[config.mk]
export PLATFORM = sky130hd
export DESIGN_NAME = rssi_cca
export DESIGN_NICKNAME = d
export VERILOG_FILES = /design/src/rtl/rssi_pkg.sv /design/src/rtl/rssi_leaky_filter.sv /design/src/rtl/rssi_cca.sv
export SDC_FILE = /design/constraint.sdc
export NUM_CORES = 1
export LEC_CHECK = 0
export BUFFER_PORTS_ARGS = -buffer_cell sky130_fd_sc_hd__buf_2
export CORE_MARGIN = 3
export CORE_UTILIZATION = 63
export CTS_CLUSTER_DIAMETER = 150
export DETAILED_ROUTE_END_ITERATION = 8
export GPL_TIMING_DRIVEN = 1
export PLACE_DENSITY = 0.88
export SLEW_MARGIN = 20
export SYNTH_ARGS = -nofsm -noshare
export SYNTH_HDL_FRONTEND = slang
export SYNTH_SLANG_ARGS = --single-unit
[constraint.sdc]
create_clock -name clk -period 6.63 [get_ports clk]
set_input_delay 0.9945 -clock clk [delete_from_list [all_inputs] [get_ports clk]]
set_output_delay 0.9945 -clock clk [all_outputs]
set_load 0.03 [all_outputs]
[src/rtl/rssi_pkg.sv]
package rssi_pkg;
  localparam int LVL_W    = 7;
  localparam int OFS_W    = 6;
  localparam int CODE_W   = 8;
  localparam int CODE_MAX = 127;

  // Integer level plus signed offset, widened before the clamp to 0..CODE_MAX.
  function automatic logic [CODE_W-1:0] map_code(input logic [LVL_W-1:0] lvl,
                                                 input logic [OFS_W-1:0] ofs);
    logic signed [LVL_W+1:0] sum;
    sum = $signed({2'b00, lvl}) + $signed({{(LVL_W+2-OFS_W){ofs[OFS_W-1]}}, ofs});
    if (sum < 0)
      return '0;
    else if (sum > CODE_MAX)
      return CODE_W'(CODE_MAX);
    else
      return {1'b0, sum[LVL_W-1:0]};
  endfunction
endpackage

[src/rtl/rssi_leaky_filter.sv]
module rssi_leaky_filter #(
  parameter int LVL_W    = 7,
  parameter int SYM_LOG2 = 4
) (
  input  logic                      clk,
  input  logic                      rst_n,
  input  logic                      smp_vld,
  input  logic [LVL_W-1:0]          smp_lvl,
  input  logic                      fast,
  output logic [LVL_W+SYM_LOG2-1:0] acc
);
  localparam int AW         = LVL_W + SYM_LOG2;
  localparam int SLOW_SHIFT = SYM_LOG2;
  localparam int FAST_SHIFT = SYM_LOG2 - 2;

  logic signed [AW:0] diff, step, nxt;

  always_comb begin
    diff = $signed({1'b0, smp_lvl, {SYM_LOG2{1'b0}}}) - $signed({1'b0, acc});
    step = fast ? (diff >>> FAST_SHIFT) : (diff >>> SLOW_SHIFT);
    nxt  = $signed({1'b0, acc}) + step;
  end

  always_ff @(posedge clk or negedge rst_n) begin
    if (!rst_n)       acc <= '0;
    else if (smp_vld) acc <= nxt[AW-1:0];
  end

  AST_ACC_IDLE: assert property (@(posedge clk) disable iff (!rst_n)
    !smp_vld |=> $stable(acc));
  AST_ACC_NO_OVERSHOOT: assert property (@(posedge clk) disable iff (!rst_n)
    (smp_vld && ({1'b0, smp_lvl, {SYM_LOG2{1'b0}}} >= {1'b0, acc}))
      |=> (acc <= {$past(smp_lvl), {SYM_LOG2{1'b0}}}));
endmodule

[src/rtl/rssi_cca.sv]
module rssi_cca
  import rssi_pkg::*;
#(
  parameter int SYM_LOG2 = 4
) (
  input  logic              clk,
  input  logic              rst_n,
  input  logic              smp_vld,
  input  logic [LVL_W-1:0]  smp_lvl,
  input  logic              cfg_ld,
  input  logic [CODE_W-1:0] cfg_thr,
  input  logic [OFS_W-1:0]  cfg_ofs,
  input  logic              cfg_fast,
  input  logic              cap_stb,
  output logic [CODE_W-1:0] rssi_hold,
  output logic              chan_busy,
  output logic              cap_vld
);
  localparam int AW = LVL_W + SYM_LOG2;

  logic [CODE_W-1:0] thr_q;
  logic [OFS_W-1:0]  ofs_q;
  logic              fast_q;
  logic [AW-1:0]     acc;
  logic [CODE_W-1:0] code_now;
  logic              busy_now;

  always_ff @(posedge clk or negedge rst_n) begin
    if (!rst_n) begin
      thr_q  <= '1;
      ofs_q  <= '0;
      fast_q <= 1'b0;
    end else if (cfg_ld) begin
      thr_q  <= cfg_thr;
      ofs_q  <= cfg_ofs;
      fast_q <= cfg_fast;
    end
  end

  rssi_leaky_filter #(.LVL_W(LVL_W), .SYM_LOG2(SYM_LOG2)) u_filt (
    .clk(clk), .rst_n(rst_n), .smp_vld(smp_vld), .smp_lvl(smp_lvl),
    .fast(fast_q), .acc(acc)
  );

  assign code_now = map_code(acc[AW-1:SYM_LOG2], ofs_q);
  assign busy_now = (code_now > thr_q);

  always_ff @(posedge clk or negedge rst_n) begin
    if (!rst_n) begin
      rssi_hold <= '0;
      chan_busy <= 1'b0;
      cap_vld   <= 1'b0;
    end else begin
      cap_vld <= cap_stb;
      if (cap_stb) begin
        rssi_hold <= code_now;
        chan_busy <= busy_now;
      end
    end
  end

  AST_VLD_AFTER_STB: assert property (@(posedge clk) disable iff (!rst_n)
    cap_stb |=> cap_vld);
  AST_NO_STRAY_VLD: assert property (@(posedge clk) disable iff (!rst_n)
    !cap_stb |=> !cap_vld);
  AST_HOLD_STABLE: assert property (@(posedge clk) disable iff (!rst_n)
    !cap_stb |=> ($stable(rssi_hold) && $stable(chan_busy)));
  AST_CODE_RANGE: assert property (@(posedge clk) disable iff (!rst_n)
    rssi_hold[CODE_W-1] == 1'b0);
  AST_BUSY_STRICT: assert property (@(posedge clk) disable iff (!rst_n)
    cap_vld |-> (chan_busy == (rssi_hold > $past(thr_q))));
endmodule

==> key figures <==
Setup path
  • CP Capture Type: register
  • Crit path max-delay cell type: mux4_1
  • Reg-to-reg critical path startpoint: u_filt.acc[5]
  • Worst r2r dst: u_filt.acc[10]
  • CP Launch Type: primary input
  • Critical path buffers and inverters: 1
  • Worst path required time: 6.83 ns
  • Crit-path cells: buf_2 > ha_1 > or3_1 > o21ai_0 > a221o_2 > a21oi_1 > fa_1 > a211oi_2 > o21ai_1 > a31oi_1 > nor2b_1 > o21ai_0 > mux4_1 > o2111ai_1
  • CP most frequent cell: o21ai_0
  • CP Class: in2reg
  • Worst EP arrival: 4.44 ns
  • CP peak stage delay: ~0.57 ns
  • Slack of the worst reg-to-reg path: 2.67 ns
  • Crit Path Max Fanout: 6
  • Dominant delay contributor by cell family on the critical path: compound AO/OA/AOI/OAI gates
  • R2r worst-path depth: 14

Synthesis
  • Net Count, Synth: 356
  • Async set or reset register ratio after synthesis: 100%
  • Multiplexer share of the synthesized area: 8.73%
  • Synth Area in Simple Gates: 13.1%
  • Mapped Area: 0.00274 mm2
  • Seq/Total Area, Yosys: 32.3%
  • Mapped Cells: about 300
  • Main combinational cell family by area after synthesis: compound AO/OA/AOI/OAI gates
  • Post-synth top area cell: dfrtp_1
  • Compound-Gate Fraction of Synth Area: approximately a fifth
  • Share of the synthesized area in the top cell type: 24.7%
  • Xor/xnor share of the synthesized area: under 10%
  • Number of synthesized flops with an enable pin: 0
  • Syn avg cell area: 9.28 um2
  • Flops & latches, synth: 35
  • Adder-cell share of the synthesized area: 16.1%
  • Main synth FF type: dfrtp_1
  • Synth warnings: 0
  • Main area contributors after synthesis: dfrtp_1, ha_1, dfstp_2
  • Synth cell types: 51

Route
  • Final wirelength: 5820 um
  • DRC: 0
  • DRT iter0 DRCs: 108
  • Drt wl/cell: 15.3 um
  • Post-DRT Antenna Nets: 0
  • Vias per inst: slightly below 6
  • First-pass detailed-route iteration total: 4
  • Vias: 2255

Clock tree
  • CTS Root Cell: clkbuf_8
  • Worst-Skew Late Latency: roughly 0.30 ns
  • H-Tree Depth: 2
  • CTS tree: built
  • Clk pin slew, worst setup/hold paths: 0.07 ns
  • CTS Hold Bufs: 0
  • Clock Sinks: 35
  • Inserted Clock Buffers: 5
  • Clock tree buffer depth: 2
  • Setup Fix Bufs, Post-CTS: 0
  • Post_cts resized: 0

Cells and area
  • Share of layout cells above drive strength 1: a little under a quarter
  • Post-layout util: 74.7%
  • Finished Cell Area: ~0.003 mm2
  • Commonest non-fill, non-tap cell in the layout: buf_2
  • Nets: 390
  • Layout Area Growth over Synthesis: 11.5%
  • Most frequent cells in the layout: buf_2, ha_1, dfrtp_1, inv_1
  • FILL cells: 293
  • Antenna cells: 0

Pwr
  • Combinational share of power: 70.0%
  • Leak: 1.45 nW
  • Clock share of power: 10.6%
  • Switch Pwr: just under 0.9 mW
  • Seq pwr share: 19.4%
  • Switching share of total power: 47.3%
  • Max rail drop VDD: 0.413 mV
  • PD cells: 608 mW/mm2
  • P_int: just under 1 mW

Global route
  • Vias in the first global route: 2249
  • Grt ovf: 0
  • First-pass GRT wire length: ~9900 um
  • Initial antenna violation count: 0
  • Pin count of the biggest net entering global routing: 36
  • Total track usage: 23.9%

STA
  • Rel. slew slack: 48.1%
  • Fin crit share: around 64%
  • Final Hold Violating Endpoints: 0
  • Post-route minimum period: 4.24 ns
  • Fmax: 0.236 GHz
  • Final setup violation count: 0
  • Clk_skew: 0.00732 ns
  • Final Max Tran Viols: 0
  • Setup TNS: 0 ns
  • RSZ-0062 raised after global routing: false
  • Final setup margin: approximately 2.4 ns
  • Worst-Margin Slew: 0.779 ns

Floorplanning
  • Die footprint: 0.00517 mm2
  • FP Rows: 23
  • Core region area: between 0.004 and 0.005 mm2
  • Die W: 71.9 um
  • Die H: 71.9 um
  • Initial Util: around two thirds
  • Ports: 37

Place
  • DP HPWL: around 4300 um
  • Cell Area, Placed: 0.00294 mm2
  • Pre-CTS setup slack: between 2 and 2.5 ns
  • GP Congestion: 0.892
  • Port buffer count: 35

Worst hold path
  • Min-Delay Endpoint: rssi_hold[2]
  • Worst hold path depth: 1
  • Hold Crit Class: reg2reg
  • Hold Crit Start: rssi_hold[2]

Outcome
  • Status: finished clean

Job
  • Max Cap Viol: 0
[state kept, by name, indices dropped and copies added (netlist names)]
register,flops
ofs_q,6
cap_vld,1
thr_q,8
fast_q,1
chan_busy,1
rssi_hold,7
u_filt.acc,11
[cells in the mapped netlist, types with 2 or more instances]
cell       n
nor2_1    15
a21o_1     4
o22ai_1    2
mux2_2    18
fa_1       2
ha_1      32
o21ai_0   23
o21ai_1    4
nand3_1    5
inv_1     25
a31oi_1    5
nor2b_1    6
dfstp_2    8
nand2b_1   6
nor3_1     6
xnor2_1   11
dfrtp_1   27
o21a_1     6
or3_1      2
clkbuf_1   6
a21oi_1   24
nand2_1   24
xor2_1     6
[through the flow]
step / hold WS, ns / cells / power [mW]
floorplan: 0.480 / 295 / 1.37
global placement: 0.493 / 372 / 1.56
detailed placement: 0.498 / 372 / 1.62
CTS: 0.516 / 380 / 1.85
global route: 0.531 / 380 / 2.03
finish: 0.513 / 380 / 1.86
[worst register-to-register path, delay by kind of cell (launching register included)]
family	cells	cell delay, ns
AND/OR/NAND/NOR	2	0.52
flip-flops	1	0.41
AO/OA/AOI/OAI	8	1.40
buffers and inverters	1	0.12
adder cells (fa/ha/maj)	2	0.88
multiplexers	1	0.57
[worst max-delay path by stage]
stage               startpoint        endpoint  slack, ns  cells after the start
floorplan           smp_lvl[3]  u_filt.acc[10]       2.54                     15
global placement    smp_lvl[1]  u_filt.acc[10]       2.34                     16
detailed placement  smp_lvl[1]  u_filt.acc[10]       2.16                     16
CTS                 smp_lvl[1]  u_filt.acc[10]       2.43                     14
global route        smp_lvl[1]  u_filt.acc[10]       2.14                     14
finish              smp_lvl[1]  u_filt.acc[10]       2.39                     14
[final cells by class]
| type | instances | area (um2) | share of cell area (%) |
|---|---|---|---|
| sequential | 35 | 886 | 29.0 |
| multi-input combinational | 227 | 1720 | 56.5 |
| timing repair buffer | 35 | 175 | 5.74 |
| tap | 50 | 62.6 | 2.05 |
| clock inverter | 3 | 43.8 | 1.43 |
| inverter | 25 | 93.8 | 3.07 |
| clock buffer | 5 | 68.8 | 2.25 |
[cells by family (layout without fill, tap and decap cells)]
family,after synthesis,count (layout)
simple gates,71,71
buf+inv,33,68
fa+ha+maj,34,34
compound gates,84,84
other cells,1,1
xor+xnor,17,17
flops,35,35
mux,20,20
[power by group through the flow]
stage	Sequential (mW)	Combinational (mW)	Clock [mW]
4_1_cts	0.360	1.29	0.198
3_5_place_dp	0.363	1.26	0
6_report	0.360	1.30	0.196
5_1_grt	0.372	1.45	0.209
3_3_place_gp	0.359	1.20	0
2_1_floorplan	0.392	0.976	0
[routing by layer]
metal  GRT usage, %  vias to the layer above  wire [um]
met2           41.0                       53       2910
met4           6.89                        0         91
met3           5.26                       12        232
li1               -                     1114          -
met5              0                        -          0
met1           30.2                     1076       2590
(Power assumes the default switching activity.)
